File: src/rtl/pci_arb_pkg.sv
package pci_arb_pkg;
   // slot offsets above the general masters
   localparam int unsigned BRIDGE_OFS = 0;
   localparam int unsigned HOST_OFS   = 1;
   localparam int unsigned EXTRA_SLOTS = 2;

   typedef enum logic [1:0] {
      KEEP_OWNER = 2'd0,
      RELEASE    = 2'd1,
      NEW_GRANT  = 2'd2
   } arb_step_e;
endpackage

File: src/rtl/rr_slot_picker.sv
module rr_slot_picker #(
   parameter int unsigned N_SLOTS = 7,
   localparam int unsigned IW = $clog2(N_SLOTS)
) (
   input  logic [N_SLOTS-1:0] req,
   input  logic [IW-1:0]      last,
   output logic               found,
   output logic [IW-1:0]      pick
);
   always_comb begin
      int idx;
      found = 1'b0;
      pick  = '0;
      idx   = 0;
      for (int off = 1; off <= int'(N_SLOTS); off++) begin
         idx = (int'(last) + off) % int'(N_SLOTS);
         if (!found && req[idx]) begin
            found = 1'b1;
            pick  = IW'(idx);
         end
      end
   end
endmodule

File: src/rtl/own_slice_timer.sv
module own_slice_timer #(
   parameter int unsigned TW = 8
) (
   input  logic          clk,
   input  logic          rst_n,
   input  logic          load,
   input  logic [TW-1:0] load_val,
   output logic          expired
);
   logic [TW-1:0] cnt_q;

   always_ff @(posedge clk or negedge rst_n) begin
      if (!rst_n)             cnt_q <= '0;
      else if (load)          cnt_q <= load_val;
      else if (cnt_q != '0)   cnt_q <= cnt_q - 1'b1;
   end

   assign expired = (cnt_q == '0);
endmodule

File: src/rtl/pci_timeslice_arbiter.sv
module pci_timeslice_arbiter
   import pci_arb_pkg::*;
#(
   parameter int unsigned N_MASTERS = 5,
   parameter int unsigned TW        = 8
) (
   input  logic                 clk,
   input  logic                 rst_n,
   input  logic [N_MASTERS-1:0] req_n,
   output logic [N_MASTERS-1:0] gnt_n,
   input  logic                 hold_n,
   output logic                 hold_ack_n,
   input  logic                 host_req,
   output logic                 host_gnt,
   input  logic                 frame_n,
   input  logic                 irdy_n,
   input  logic                 lock_n,
   input  logic [TW-1:0]        slice_len
);
   localparam int unsigned N_SLOTS = N_MASTERS + EXTRA_SLOTS;
   localparam int unsigned IW      = $clog2(N_SLOTS);
   localparam int unsigned BRIDGE  = N_MASTERS + BRIDGE_OFS;
   localparam int unsigned HOST    = N_MASTERS + HOST_OFS;

   if (N_MASTERS < 1) begin : g_bad_masters
      $error("pci_timeslice_arbiter: N_MASTERS must be at least 1");
   end
   if (TW < 1 || TW > 16) begin : g_bad_tw
      $error("pci_timeslice_arbiter: TW must be 1..16");
   end

   logic [N_SLOTS-1:0] req;
   logic [N_SLOTS-1:0] own_bit;
   logic [N_SLOTS-1:0] gv;
   logic               granted_q, granted_d;
   logic [IW-1:0]      owner_q, owner_d;
   logic               found, expired, others, owner_req, bus_idle;
   logic [IW-1:0]      pick;
   arb_step_e          step;

   // request vector, slot order fixed by the rotation
   for (genvar i = 0; i < int'(N_MASTERS); i++) begin : g_req
      assign req[i] = ~req_n[i];
   end
   assign req[BRIDGE] = ~hold_n;
   assign req[HOST]   = host_req;

   assign own_bit   = {{(N_SLOTS-1){1'b0}}, 1'b1} << owner_q;
   assign others    = |(req & ~own_bit);
   assign owner_req = |(req & own_bit);
   assign bus_idle  = frame_n & irdy_n;

   rr_slot_picker #(.N_SLOTS(N_SLOTS)) u_pick (
      .req   (req),
      .last  (owner_q),
      .found (found),
      .pick  (pick)
   );

   own_slice_timer #(.TW(TW)) u_slice (
      .clk      (clk),
      .rst_n    (rst_n),
      .load     (step == NEW_GRANT),
      .load_val (slice_len),
      .expired  (expired)
   );

   always_comb begin
      step = KEEP_OWNER;
      if (bus_idle) begin
         if (!granted_q) begin
            step = NEW_GRANT;
         end else if (lock_n) begin
            if (owner_q == IW'(BRIDGE)) begin
               if (!owner_req || (others && expired)) step = RELEASE;
            end else if (others && (expired || !owner_req)) begin
               step = RELEASE;
            end
         end
      end
   end

   always_comb begin
      granted_d = granted_q;
      owner_d   = owner_q;
      unique case (step)
         RELEASE:   granted_d = 1'b0;
         NEW_GRANT: begin
            granted_d = 1'b1;
            owner_d   = found ? pick : IW'(HOST);
         end
         default: ;
      endcase
   end

   always_ff @(posedge clk or negedge rst_n) begin
      if (!rst_n) begin
         granted_q <= 1'b1;
         owner_q   <= IW'(HOST);
      end else begin
         granted_q <= granted_d;
         owner_q   <= owner_d;
      end
   end

   assign gv = granted_q ? own_bit : '0;

   for (genvar i = 0; i < int'(N_MASTERS); i++) begin : g_gnt
      assign gnt_n[i] = ~gv[i];
   end
   assign hold_ack_n = ~gv[BRIDGE];
   assign host_gnt   = gv[HOST];
endmodule

File: config.mk
export PLATFORM = sky130hd
export DESIGN_NAME = pci_timeslice_arbiter
export DESIGN_NICKNAME = d
export VERILOG_FILES = /design/src/rtl/pci_arb_pkg.sv /design/src/rtl/rr_slot_picker.sv /design/src/rtl/own_slice_timer.sv /design/src/rtl/pci_timeslice_arbiter.sv
export SDC_FILE = /design/constraint.sdc
export NUM_CORES = 1
export LEC_CHECK = 0
export ABC_AREA = 1
export BUFFER_PORTS_ARGS = -buffer_cell sky130_fd_sc_hd__buf_2
export CORE_UTILIZATION = 50
export CTS_CLUSTER_SIZE = 28
export DETAILED_ROUTE_END_ITERATION = 10
export HOLD_SLACK_MARGIN = 0.1
export PLACE_DENSITY = 0.69
export SKIP_LAST_GASP = 1
export SYNTH_ARGS = -nofsm -noshare
export SYNTH_HDL_FRONTEND = slang
export SYNTH_SLANG_ARGS = --single-unit
File: constraint.sdc
create_clock -name clk -period 3.8 [get_ports clk]
set_input_delay 0.76 -clock clk [delete_from_list [all_inputs] [get_ports clk]]
set_output_delay 0.76 -clock clk [all_outputs]
set_load 0.01 [all_outputs]
After elaboration in Yosys (flattened, before gate mapping):

Index checks and enable logic that the tools add are counted.

* output and inout port bits: 7
* word-level logic and storage cells: 114
* flip-flop bits (word level): 12
* input bits: 20

* shifts and indexed selects: 1
* div/mod/pow operators: 7
* muxes and demuxes: 46
* reduce and logical (&&, ||, !) cells: 23
* bitwise operators: 16
* $lt $le $gt $ge: 7
* equal/unequal tests: 3
* $add $sub $neg: 8

Operators with widths (count)
* $lt A32 B5 Y1 const B: 7
* $mod A32 B4 Y32 const B: 7
* $mux W3: 8
* $mux W1: 23
* $bmux W1 S3: 7
* $add A3 B3 Y4 const B: 4
* $mux W8: 2
* $and A7 B7 Y7: 2
* $reduce_or A7 Y1: 2
* $not A1 Y1: 12
* $add A3 B2 Y4 const B: 2
* $logic_and A1 B1 Y1: 8
* $logic_not A8 Y1: 1
* $mux W2: 4
* $reduce_bool A8 Y1: 1
* $sub A8 B1 Y8 const B: 1
* $logic_not A1 Y1: 7
* $mux W7: 1
* $not A7 Y7: 1
* $shl A1 B3 Y7 const A: 1
* $add A3 B1 Y4 const B: 1
* $reduce_bool A2 Y1: 2
* $eq A3 B3 Y1 const B: 1
* $eq A2 B1 Y1 const B: 1
* 4 further kinds: 5

Longest topological paths before layout:

Gate-level depths: netlist of run 1.

* depth in word-level cells: 25
* depth in mapped cells: 27
* mapped depth without buffers: 26

Hierarchy:

From an unflattened synthesis of run 1, not the netlist that was laid out.

* cells, all modules: 534
* area total of the unflattened synthesis: 3085.5 sq um

By module, submodules not included
* rr_slot_picker: cells each 383, sequential area each 0.0 sq um, instances 1, area an instance 2139.6 sq um
* own_slice_timer: cells each 71, sequential area each 200.2 sq um, instances 1, area an instance 513.0 sq um
* pci_timeslice_arbiter: cells each 80, sequential area each 103.8 sq um, instances 1, area an instance 432.9 sq um

Least setup slack after synthesis of run 1:

No wires, ideal clock.

* kind: register to register
* start: register owner_q[0]
* end: register owner_q[0]
* period minus slack after synthesis: 3.408 ns
* stages on the path, launching flop included: 26
* setup time: 0.113 ns
* path buffers: 2
* slack: 0.392 ns
* arrival time: 3.295 ns
* required time: 3.687 ns
* cell sequence: dfrtp_1 buf_6 inv_1 buf_6 ha_1 ha_1 inv_1 ha_1 ha_1 inv_1 o21ai_2 xor2_1 ha_1 nand3_2 nand2_1 clkinv_1 o21ai_1 inv_2 nand3_1 nand2_1 nand3_1 nand2_1 nand4_1 nand3_1 nand2_1 inv_1

* longest elaborated chain between the ends: 25
* elaborated cells between the ends (all ways): 81
* classes of those cells: add/sub: 7; div: 7; eq/ne: 2; shift: 1; mux: 42; bitwise: 3; reduce/logical: 19

RTL lines
* start, declared: line pci_timeslice_arbiter.sv:36 `logic [IW-1:0] owner_q, owner_d;`
* start signal, assigned: line pci_timeslice_arbiter.sv:99 `owner_q <= IW'(HOST);`
* start signal, assigned: line pci_timeslice_arbiter.sv:102 `owner_q <= owner_d;`
* $add A3 B1 Y4: line rr_slot_picker.sv:16 `idx = (int'(last) + off) % int'(N_SLOTS);`
* $mod A32 B4 Y32: line rr_slot_picker.sv:16
* $bmux W1 S3: line rr_slot_picker.sv:17 `if (!found && req[idx]) begin`
* $mux W1 (implied by the code) (2 in series): line rr_slot_picker.sv:17
* $mux W1: line rr_slot_picker.sv:17
* $logic_not A1 Y1: line rr_slot_picker.sv:17
* $logic_and A1 B1 Y1: line rr_slot_picker.sv:17
* $mux W1: line rr_slot_picker.sv:17
* [... 8 more ...]
* $mux W1: line rr_slot_picker.sv:17
* $logic_not A1 Y1: line rr_slot_picker.sv:17
* $logic_and A1 B1 Y1: line rr_slot_picker.sv:17
* $mux W1: line rr_slot_picker.sv:17
* $logic_not A1 Y1: line rr_slot_picker.sv:17
* $logic_and A1 B1 Y1: line rr_slot_picker.sv:17
* $mux W3 or $mux W1 (tied branches): line rr_slot_picker.sv:17
* $mux W3: line pci_timeslice_arbiter.sv:90 `owner_d = found ? pick : IW'(HOST);`

Parallel ways exist; a longest one is shown, timed or not. The select of a mux whose other input is x is not followed.
A chain may end at the register's enable or synchronous reset.

Worst setup path after layout of run 1:

* start: register owner_q[2]
* end: register owner_q[0]

The elaborated chain is that of the path after synthesis.

==> impl.org, run 1 <==
** Status
- Result of the run :: finished, final reports clean

** Logic synthesis
- After synthesis, the largest area contributor takes up 19.2% of total cell area.
- In the post-synthesis netlist, the biggest area contributors are sky130_fd_sc_hd__nand2_1, sky130_fd_sc_hd__ha_1, sky130_fd_sc_hd__nand3_1.
- After synthesis the netlist holds a flip-flop and latch count of 12.
- In the synthesized netlist, the number of instances is 494.
- Synthesized Nets :: 546
- Number of warnings printed during yosys synthesis :: 0
- Sequential fraction of the synthesis area :: 10.4%
- The most used flip-flop cell after synthesis is sky130_fd_sc_hd__dfrtp_1.
- Count of flip-flops with a built-in enable after synthesis :: 0
- Mapped Area :: 0.00291 mm²
- Mean area per synthesized cell :: 5.90 µm²
- The synthesized netlist contains 40 unique library cells.
- In the synthesized netlist the async set-or-reset flop fraction comes to 100%.
- Library cell occupying the most area in the post-synthesis netlist :: sky130_fd_sc_hd__nand2_1

** Global route
- Via count of the first global-routing pass :: 3148
- Initial antenna violation count :: 0
- For this run, the total global-route usage over all layers was measured as 29.3%.
- GR Overflow Total :: 0
- Entering global routing, the biggest net connects 25 pins.
- The first global-routing pass estimated 14100 µm of wire.

** Layout
- For this run, the share of the core covered by cells in the final layout is 58.1%.
- The number of antenna diodes in the final layout is 0.
- Ratio of cells with drive above 1 in the final layout :: 18.8%
- Final layout net count :: 579
- Synthesis-to-finish area growth :: 11.2%

** Setup path
- The worst setup path is launched from a register.
- Traced cell by cell, the critical path runs through inv_4 > ha_2 > inv_1 > ha_1 > ha_1 > nor3_1 > nand3_1 > nand2_2 > nand2_2 > nand2_1 > nand2_2 > inv_2 > nand3_1 > nand2_1 > nand2_1 > nand2_2 > nand2_1 > a21oi_1 > nand2_1 > nand2_1 > nand3_1 > nand2_1 > inv_1.
- The setup path with the least slack is of type register to register.
- Req. time, crit path :: 3950 ps
- The most numerous cell type found on the critical path is sky130_fd_sc_hd__nand2_1.
- For this run, the slowest stage of the critical path takes 650 ps.
- Cell type group with the largest total delay on the critical path :: simple AND/OR/NAND/NOR gates
- Arrival time reported for the critical path endpoint :: 3680 ps
- Buf+Inv Stages, Crit Path :: 4
- Critical-path cell with the highest stage delay :: sky130_fd_sc_hd__dfstp_2
- Along the worst path, the maximum fanout reaches 12.
- Type of element capturing the critical path :: register

** STA
- Worst clock skew :: 7.64 ps
- Max-slew violation count :: 0
- The worst path uses 93.0% of the clock period.
- Count of final setup violators :: 0
- Hold Vio Cnt, Final :: 0
- Static timing analysis puts the maximum clock frequency at 0.283 GHz.
- The worst pin sits at a relative slew slack of 41.8%.
- Slew at the pin closest to its max-slew limit :: 850 ps
- Sum of negative setup slack :: 0 ps
- The routed design could run at a clock period as short as 3540 ps.

** Routing
- The routed layout has 3313 vias.
- Routed length per placed instance :: 14.3 µm
- In the routed design, unresolved DRC markers number 0.
- Wirelength, routed :: 8530 µm
- Number of DRC markers in iteration 0 :: 280
- Antenna-violating nets left :: 0
- Number of detailed-routing iterations run before antenna repair :: 5
- In the routed layout, each cell is associated on average with a via count of 5.54.

** CTS
- Clk_lat worst skew :: 250 ps
- For this design, the CTS-stage hold fixing added 0 buffers.
- Clock Pin Slew Worst Setup and Hold Paths :: 60 ps
- CTS built an H-tree with a depth of 1.
- Counting every sink on the clock net gives 12.
- Number of CTS-inserted buffers :: 3
- Clock tree buffer depth :: 2
- TritonCTS built the clock tree.
- The root buffer cell chosen for the clock tree is sky130_fd_sc_hd__clkbuf_8.

** Run
- Across the run, the number of max-cap violations was 0.

** Die
- In this run the core area contains 27 standard-cell rows.
- In this run the horizontal extent of the chip is 78.3 µm.
- After floorplanning, the core was sized to cover 0.00557 mm².
- Number of placed I/O pins :: 27
- The floorplan step set the die height to 78.3 µm.
- The floorplan step defined a die boundary enclosing 0.00613 mm².
- The initial utilization of the core area, before any placement, comes to 52.3%.

** Worst hold path
- Path type of the worst min-delay path :: primary input to async pin

** Placement
- Summed over all nets, the half-perimeter wirelength after detailed placement is 6910 µm.
- Last weighted congestion value of the routability-driven placer :: 1.00
- The count of buffers added on input and output ports is 26.
-- what timing repair did --
item | 4_1_cts | 5_1_grt
buffers inserted | 0 | 3
setup endpoints to repair | 0 | 3
resized for setup | 0 | 9
-- cells in the final DEF, fill, tap and decap left out, types with 2 or more instances in the layout --
| cell | count |
|---|---|
| sky130_fd_sc_hd__nor2_1 | 32 |
| sky130_fd_sc_hd__o31ai_1 | 2 |
| sky130_fd_sc_hd__nand2_1 | 149 |
| sky130_fd_sc_hd__dfstp_2 | 3 |
| sky130_fd_sc_hd__nand3_4 | 2 |
| sky130_fd_sc_hd__inv_2 | 9 |
| sky130_fd_sc_hd__inv_1 | 63 |
| sky130_fd_sc_hd__ha_1 | 28 |
| sky130_fd_sc_hd__xor2_1 | 8 |
| sky130_fd_sc_hd__buf_2 | 26 |
| sky130_fd_sc_hd__a31oi_1 | 2 |
| sky130_fd_sc_hd__o21ai_1 | 7 |
| sky130_fd_sc_hd__nand4_1 | 7 |
| sky130_fd_sc_hd__buf_4 | 10 |
| sky130_fd_sc_hd__xnor2_1 | 2 |
| sky130_fd_sc_hd__dfrtp_1 | 9 |
| sky130_fd_sc_hd__a21oi_1 | 12 |
| sky130_fd_sc_hd__clkbuf_8 | 4 |
| sky130_fd_sc_hd__o21ai_0 | 15 |
| sky130_fd_sc_hd__a22oi_1 | 2 |
| sky130_fd_sc_hd__ha_2 | 3 |
| sky130_fd_sc_hd__o21ai_2 | 4 |
| sky130_fd_sc_hd__nand3_2 | 9 |
| sky130_fd_sc_hd__nand2_4 | 3 |
| sky130_fd_sc_hd__nor3_2 | 2 |
| sky130_fd_sc_hd__o211ai_1 | 7 |
| sky130_fd_sc_hd__nand3_1 | 74 |
| sky130_fd_sc_hd__nand2_2 | 18 |
-- metrics by stage --
step	setup WS (ps)	hold WS (ps)	cell area, µm²	cells
floorplan	392	464	2910	494
global placement	206	560	3130	591
detailed placement	207	578	3130	591
CTS	191	392	3180	595
global route	-8.51	394	3240	598
finish	264	385	3240	598
-- registers in the layout, indices dropped and copies added, names as in the netlist --
register / cells
owner_q: 3
u_slice.cnt_q: 8
granted_q: 1
-- cell usage after synthesis (2+ instances only) --
| library cell | count |
|---|---|
| sky130_fd_sc_hd__nand2_1 | 149 |
| sky130_fd_sc_hd__nand3_1 | 74 |
| sky130_fd_sc_hd__inv_1 | 64 |
| sky130_fd_sc_hd__ha_1 | 32 |
| sky130_fd_sc_hd__nor2_1 | 32 |
| sky130_fd_sc_hd__nand2_2 | 18 |
| sky130_fd_sc_hd__o21ai_0 | 15 |
| sky130_fd_sc_hd__a21oi_1 | 12 |
| sky130_fd_sc_hd__dfrtp_1 | 9 |
| sky130_fd_sc_hd__nand3_2 | 9 |
| sky130_fd_sc_hd__xor2_1 | 9 |
| sky130_fd_sc_hd__inv_2 | 8 |
| sky130_fd_sc_hd__o21ai_1 | 8 |
| sky130_fd_sc_hd__nand4_1 | 7 |
| sky130_fd_sc_hd__o211ai_1 | 7 |
| sky130_fd_sc_hd__buf_6 | 3 |
| sky130_fd_sc_hd__dfstp_2 | 3 |
| sky130_fd_sc_hd__nand2_4 | 3 |
| sky130_fd_sc_hd__o21ai_2 | 3 |
| sky130_fd_sc_hd__a22oi_1 | 2 |
| sky130_fd_sc_hd__a31oi_1 | 2 |
| sky130_fd_sc_hd__buf_4 | 2 |
| sky130_fd_sc_hd__clkbuf_1 | 2 |
| sky130_fd_sc_hd__nand3_4 | 2 |
| sky130_fd_sc_hd__nor3_2 | 2 |
| sky130_fd_sc_hd__o31ai_1 | 2 |
| sky130_fd_sc_hd__xnor2_1 | 2 |
-- final cells by class --
| class | count | area (µm²) |
|---|---|---|
| tap | 72 | 90.1 |
| inverter | 74 | 280 |
| sequential | 12 | 304 |
| fill | 579 | 2330 |
| clock buffer | 4 | 55.1 |
| timing repair buffer | 37 | 216 |
| multi-input combinational | 399 | 2290 |
-- final timing paths --
check / from / slack, ps / cells after the start / endpoint
min in group clk: granted_q$_DFFE_PN1P_ / 590 / 2 / granted_q$_DFFE_PN1P_
max in group asynchronous: rst_n / 3130 / 1 / granted_q$_DFFE_PN1P_
max reg2reg: owner_q[2]$_DFFE_PN1P_ / 260 / 23 / owner_q[0]$_DFFE_PN0P_
min reg2reg: granted_q$_DFFE_PN1P_ / 590 / 2 / granted_q$_DFFE_PN1P_
max: owner_q[2]$_DFFE_PN1P_ / 260 / 23 / owner_q[0]$_DFFE_PN0P_
min: rst_n / 390 / 1 / u_slice.cnt_q[4]$_DFFE_PN0P_
-- layer usage --
metal	global-route usage [%]	up-vias	wire (µm)
li1	-	1689	-
met1	37.7	1461	3820
met2	49.4	141	3780
met3	5.00	22	703
met4	9.44	0	222
met5	0	-	0
-- kinds of logic after synthesis --
| logic type | Yosys count | synth area share (%) |
|---|---|---|
| fa+ha+maj | 32 | 13.7 |
| simple gates | 298 | 48.2 |
| xor+xnor | 11 | 3.31 |
| flops | 12 | 10.4 |
| buf+inv | 83 | 11.9 |
| compound gates | 58 | 12.5 |
Power of run 1 is left out: the tool's default activity adds up to more than one toggle a clock period on the data nets, which glitch-free logic cannot reach.
==> run 2, diff against run 1 <==
--- a/config.mk
+++ b/config.mk
@@ -5,13 +5,12 @@
 export SDC_FILE = /design/constraint.sdc
 export NUM_CORES = 1
 export LEC_CHECK = 0
-export ABC_AREA = 1
 export BUFFER_PORTS_ARGS = -buffer_cell sky130_fd_sc_hd__buf_2
 export CORE_UTILIZATION = 50
 export CTS_CLUSTER_SIZE = 28
 export DETAILED_ROUTE_END_ITERATION = 10
 export HOLD_SLACK_MARGIN = 0.1
-export PLACE_DENSITY = 0.69
+export PLACE_DENSITY = 0.68
 export SKIP_LAST_GASP = 1
 export SYNTH_ARGS = -nofsm -noshare
 export SYNTH_HDL_FRONTEND = slang
==> run 2 against run 1 <==
  * The run now ends with negative setup slack left
  * Register-to-register slack lost 400 ps
  * First-iteration DRC count is 7.5% lower
  * Sequential share of layout area down 3.3 points
  * Cell area up 54%
  * Clock skew fell by 1.5 ps
  * Hold slack worse by 1.7 ps
  * Via count rose by 29%
  * Non-clock buffer count rose by 73
  * Maximum frequency is 10% lower
  * Critical path type unchanged
  * Critical endpoint is now owner_q[1]$_DFFE_PN1P_
  * Highest routed layer unchanged
==> impl.org, run 2 <==
** Status
- The run finished, with violations left.
- Violated checks :: negative setup slack

** Logic synthesis
- Top-count cell post-synth :: sky130_fd_sc_hd__nand2_1
- Area share of the leading cell type in the synthesized netlist :: 10.5% (-8.7 points)
- Ys flop type :: sky130_fd_sc_hd__dfrtp_1
- Cells taking the most area after synthesis :: sky130_fd_sc_hd__ha_1, sky130_fd_sc_hd__dfrtp_1, sky130_fd_sc_hd__mux2i_1
- List of most frequent post-synthesis cells :: sky130_fd_sc_hd__nand2_1, sky130_fd_sc_hd__ha_1, sky130_fd_sc_hd__nor2_1
- The post-synthesis instance area came to 0.00381 mm² (+31%).
- #FFs+latches synth :: 12 (unchanged)
- The xor/xnor share of the synthesized area was 3.42% (+0.11 points).
- The number of different library cells in the post-synthesis netlist came to 102 (+160%).
- Share of synthesized area spent on multiplexers :: 10.0% (+10 points)
- The number of warning messages in the yosys log is 0 (unchanged).
- After synthesis, the largest family of logic cells by area is compound AO/OA/AOI/OAI gates.
- The portion of the post-synthesis area used by sequential elements was 7.98% (-2.5 points).
- Count of flip-flops with a built-in enable after synthesis :: 0 (unchanged)
- Synthesized Nets :: 536 (-1.8%)
- Mean area per synthesized cell :: 7.87 µm² (+34%)
- The complex-gate fraction of the synthesized area is 33.6% (+21 points).
- Synth Area in Simple Gates :: 26.6% (-22 points)
- The post-synthesis async set-or-reset flop share came to 100% (unchanged).
- The largest total area in the synthesized netlist belongs to sky130_fd_sc_hd__ha_1.
- Fraction of the mapped netlist area in adder cells :: 10.5% (-3.2 points)
- The synthesized instance count is 484 (-2.0%).

** CTS
- Clock tree buffer depth :: 2 (unchanged)
- Clk_lat worst skew :: 250 ps (about the same)
- Hold Buf Count CTS :: 0 (unchanged)
- The number of buffers created by CTS is 3 (unchanged).
- The CTS sink count came to 12 (unchanged).
- TritonCTS built the clock tree.
- The clock transition at the registers of the reported paths was 60 ps (about the same).
- The cell sitting at the root of the clock tree is a sky130_fd_sc_hd__clkbuf_8.
- H-tree level count :: 1 (unchanged)

** Die
- Die boundary width :: 89.3 µm (+14%)
- Initial Utilization :: 52.2% (about the same)
- Floorplan core area :: 0.00729 mm² (+31%)
- Std cell rows :: 31 (+15%)
- The y dimension of the die came to 89.3 µm (+14%).
- The I/O pin count was 27 (unchanged).
- Full die area :: 0.00797 mm² (+30%)

** Layout
- The fraction of final layout cells with drive strength greater than 1 is 38.8% (+20 points).
- The largest registers in the layout are u_slice.cnt_q: 8 flops, owner_q: 3 flops, granted_q: 1 flops.
- Flip-flop count of the largest register, all copies and words added :: 8 (unchanged)
- The number of antenna diodes is 0 (unchanged).
- The library cell used most frequently in the layout, excluding fill and tap cells, is sky130_fd_sc_hd__buf_4.
- Relative to the synthesized area, the layout overhead comes to 31.0%.
- More flip-flops sit in one register than any other, and that register is u_slice.cnt_q.
- The net total in the final layout was 618 (+6.7%).
- Most frequent cells in the layout :: sky130_fd_sc_hd__buf_4, sky130_fd_sc_hd__nand2_1, sky130_fd_sc_hd__buf_2

** Setup path
- Req. time, crit path :: 3970 ps (+20 ps)
- Depth of the worst register-to-register path :: 19 (-17%)
- The worst setup path is launched from a register.
- Reg-to-reg critical path endpoint :: owner_q[1]$_DFFE_PN1P_
- The biggest fanout along the worst timing path was 5 (-7).
- Arrival time reported for the critical path endpoint :: 4100 ps (+420 ps)
- The critical path in this run is classified as register to register.
- Register-to-register setup slack :: -130 ps (-400 ps)
- Startpoint of the worst register-to-register path :: owner_q[2]$_DFFE_PN1P_
- STA classifies the critical path endpoint as a register.

** STA
- Worst clock skew :: 6.14 ps (-1.50 ps)
- Setup repair after global routing could not meet its margin everywhere.
- The timing-limited maximum frequency came to 0.254 GHz (-10%).
- Worst-case setup margin in the final layout :: -132 ps (-396 ps)
- The setup-violating endpoint count in the final report was 3 (+3).
- The portion of the clock cycle consumed by the worst path in the final layout is 103% (+10 points).
- The number of failing hold endpoints at the final stage is 0 (unchanged).
- Max-slew violation count :: 0 (unchanged)
- The worst max-slew margin expressed relative to the limit is 57.9% (+16 points).
- The setup TNS came to -359 ps (-359 ps).
- The minimum clock period after layout came to 3930 ps (+396 ps).
- The worst-margin pin slew was 630 ps (-220 ps).

** Global route
- The overall global routing resource usage came to 30.8% (+1.5 points).
- The number of global-route vias before repair came to 3828 (+22%).
- Wire length of the first global-routing pass :: 19100 µm (+35%)
- Initial antenna violation count :: 0 (unchanged)
- The pin count of the biggest net entering global routing came to 24 (-4.0%).
- GR Overflow Total :: 0 (unchanged)

** Routing
- Total via count after detailed routing :: 4274 (+29%)
- Number of detailed-routing iterations run before antenna repair :: 5 (unchanged)
- The first-iteration detailed-routing DRC count is 259 (-7.5%).
- The via density per instance is 6.44 (+16%).
- Antenna-violating nets left :: 0 (unchanged)
- The total detailed-routing wirelength is 12500 µm (+46%).
- Routed length per placed instance :: 18.8 µm (+32%)
- The number of remaining DRC errors came to 0 (unchanged).

** Worst hold path
- The worst hold path belongs to the class primary input to async pin.

** Placement
- Last weighted congestion value of the routability-driven placer :: 0.921 (-8.0%)
- Post-detailed-placement half-perimeter wirelength :: 8960 µm (+30%)
- The count of buffers from port buffering came to 26 (unchanged).

** Run
- Maxcap violations :: 0 (unchanged)
run 2: cell count changes after synthesis, sizes merged, moves of 16 or more:
cell,previous run,this run
inv,73,28
nand3,85,13
nand2,170,44
nor2b,0,16
mux2i,0,19
run 2: kinds of logic after synthesis:
logic type,Yosys count
xor+xnor,14
buf+inv,62
fa+ha+maj,32
flops,12
simple gates,172
mux,32
compound gates,160
run 2: worst max-delay path: stages (launching register included):
cell and delay [ps]:
sky130_fd_sc_hd__dfstp_2 560, sky130_fd_sc_hd__clkinvlp_4 160, sky130_fd_sc_hd__buf_6 160, sky130_fd_sc_hd__ha_4 160
sky130_fd_sc_hd__a21oi_4 160, sky130_fd_sc_hd__inv_4 70, sky130_fd_sc_hd__ha_4 170, sky130_fd_sc_hd__a31oi_4 160
sky130_fd_sc_hd__xnor2_2 120, sky130_fd_sc_hd__ha_4 190, sky130_fd_sc_hd__buf_4 140, sky130_fd_sc_hd__a221o_1 370
sky130_fd_sc_hd__buf_4 150, sky130_fd_sc_hd__o32ai_2 190, sky130_fd_sc_hd__a221o_1 220, sky130_fd_sc_hd__nor4_4 60
sky130_fd_sc_hd__or2_4 290, sky130_fd_sc_hd__buf_4 150, sky130_fd_sc_hd__o31ai_4 250, sky130_fd_sc_hd__o22ai_2 110
run 2: worst max path at each step:
stage / start / end / slack, ps
after detailed placement: owner_q[1]$_DFFE_PN1P_ / owner_q[0]$_DFFE_PN0P_ / -90
after CTS: owner_q[2]$_DFFE_PN1P_ / owner_q[0]$_DFFE_PN0P_ / 0.3
after global placement: owner_q[1]$_DFFE_PN1P_ / owner_q[0]$_DFFE_PN0P_ / -30
after floorplan: owner_q[0]$_DFFE_PN0P_ / owner_q[0]$_DFFE_PN0P_ / -250
final: owner_q[2]$_DFFE_PN1P_ / owner_q[1]$_DFFE_PN1P_ / -130
after global routing: owner_q[2]$_DFFE_PN1P_ / owner_q[1]$_DFFE_PN1P_ / -280
run 2: metrics by stage:
step                      hold slack (ps)  instance area (µm²)  std cells  util, %  setup WS [ps]
after floorplan                       464                 3970        484        -           -254
after global placement                515                 4440        635     60.9          -33.1
after global routing                  408                 4990        664     68.4           -278
after CTS                             391                 4770        655     65.5          0.269
after detailed placement              533                 4440        635     60.9          -89.6
final                                 384                 4990        664     68.4           -132
run 2: repair_timing:
item / 4_1_cts / 5_1_grt
buffers inserted: 16 / 9
resized for setup: 24 / 31
gates cloned: 0 / 0
pin swaps: 20 / 19
endpoints found under the setup margin: 3 / 4
run 2: cell type report:
class	instances	area, µm²
Clock buffer	4	55.1
Fill cell	600	2300
Inverter	29	130
Multi-Input combinational cell	410	3580
Sequential cell	12	305
Tap cell	99	124
Timing Repair Buffer	110	796
run 2: layer usage:
metal / routed length [µm] / track usage, % / vias up
met5: 0 / 0 / -
met4: 363 / 7.65 / 0
met3: 714 / 2.03 / 42
met2: 6060 / 53.4 / 181
met1: 5320 / 41.5 / 2044
li1: - / - / 2007
Power of run 2 is left out for the same reason.
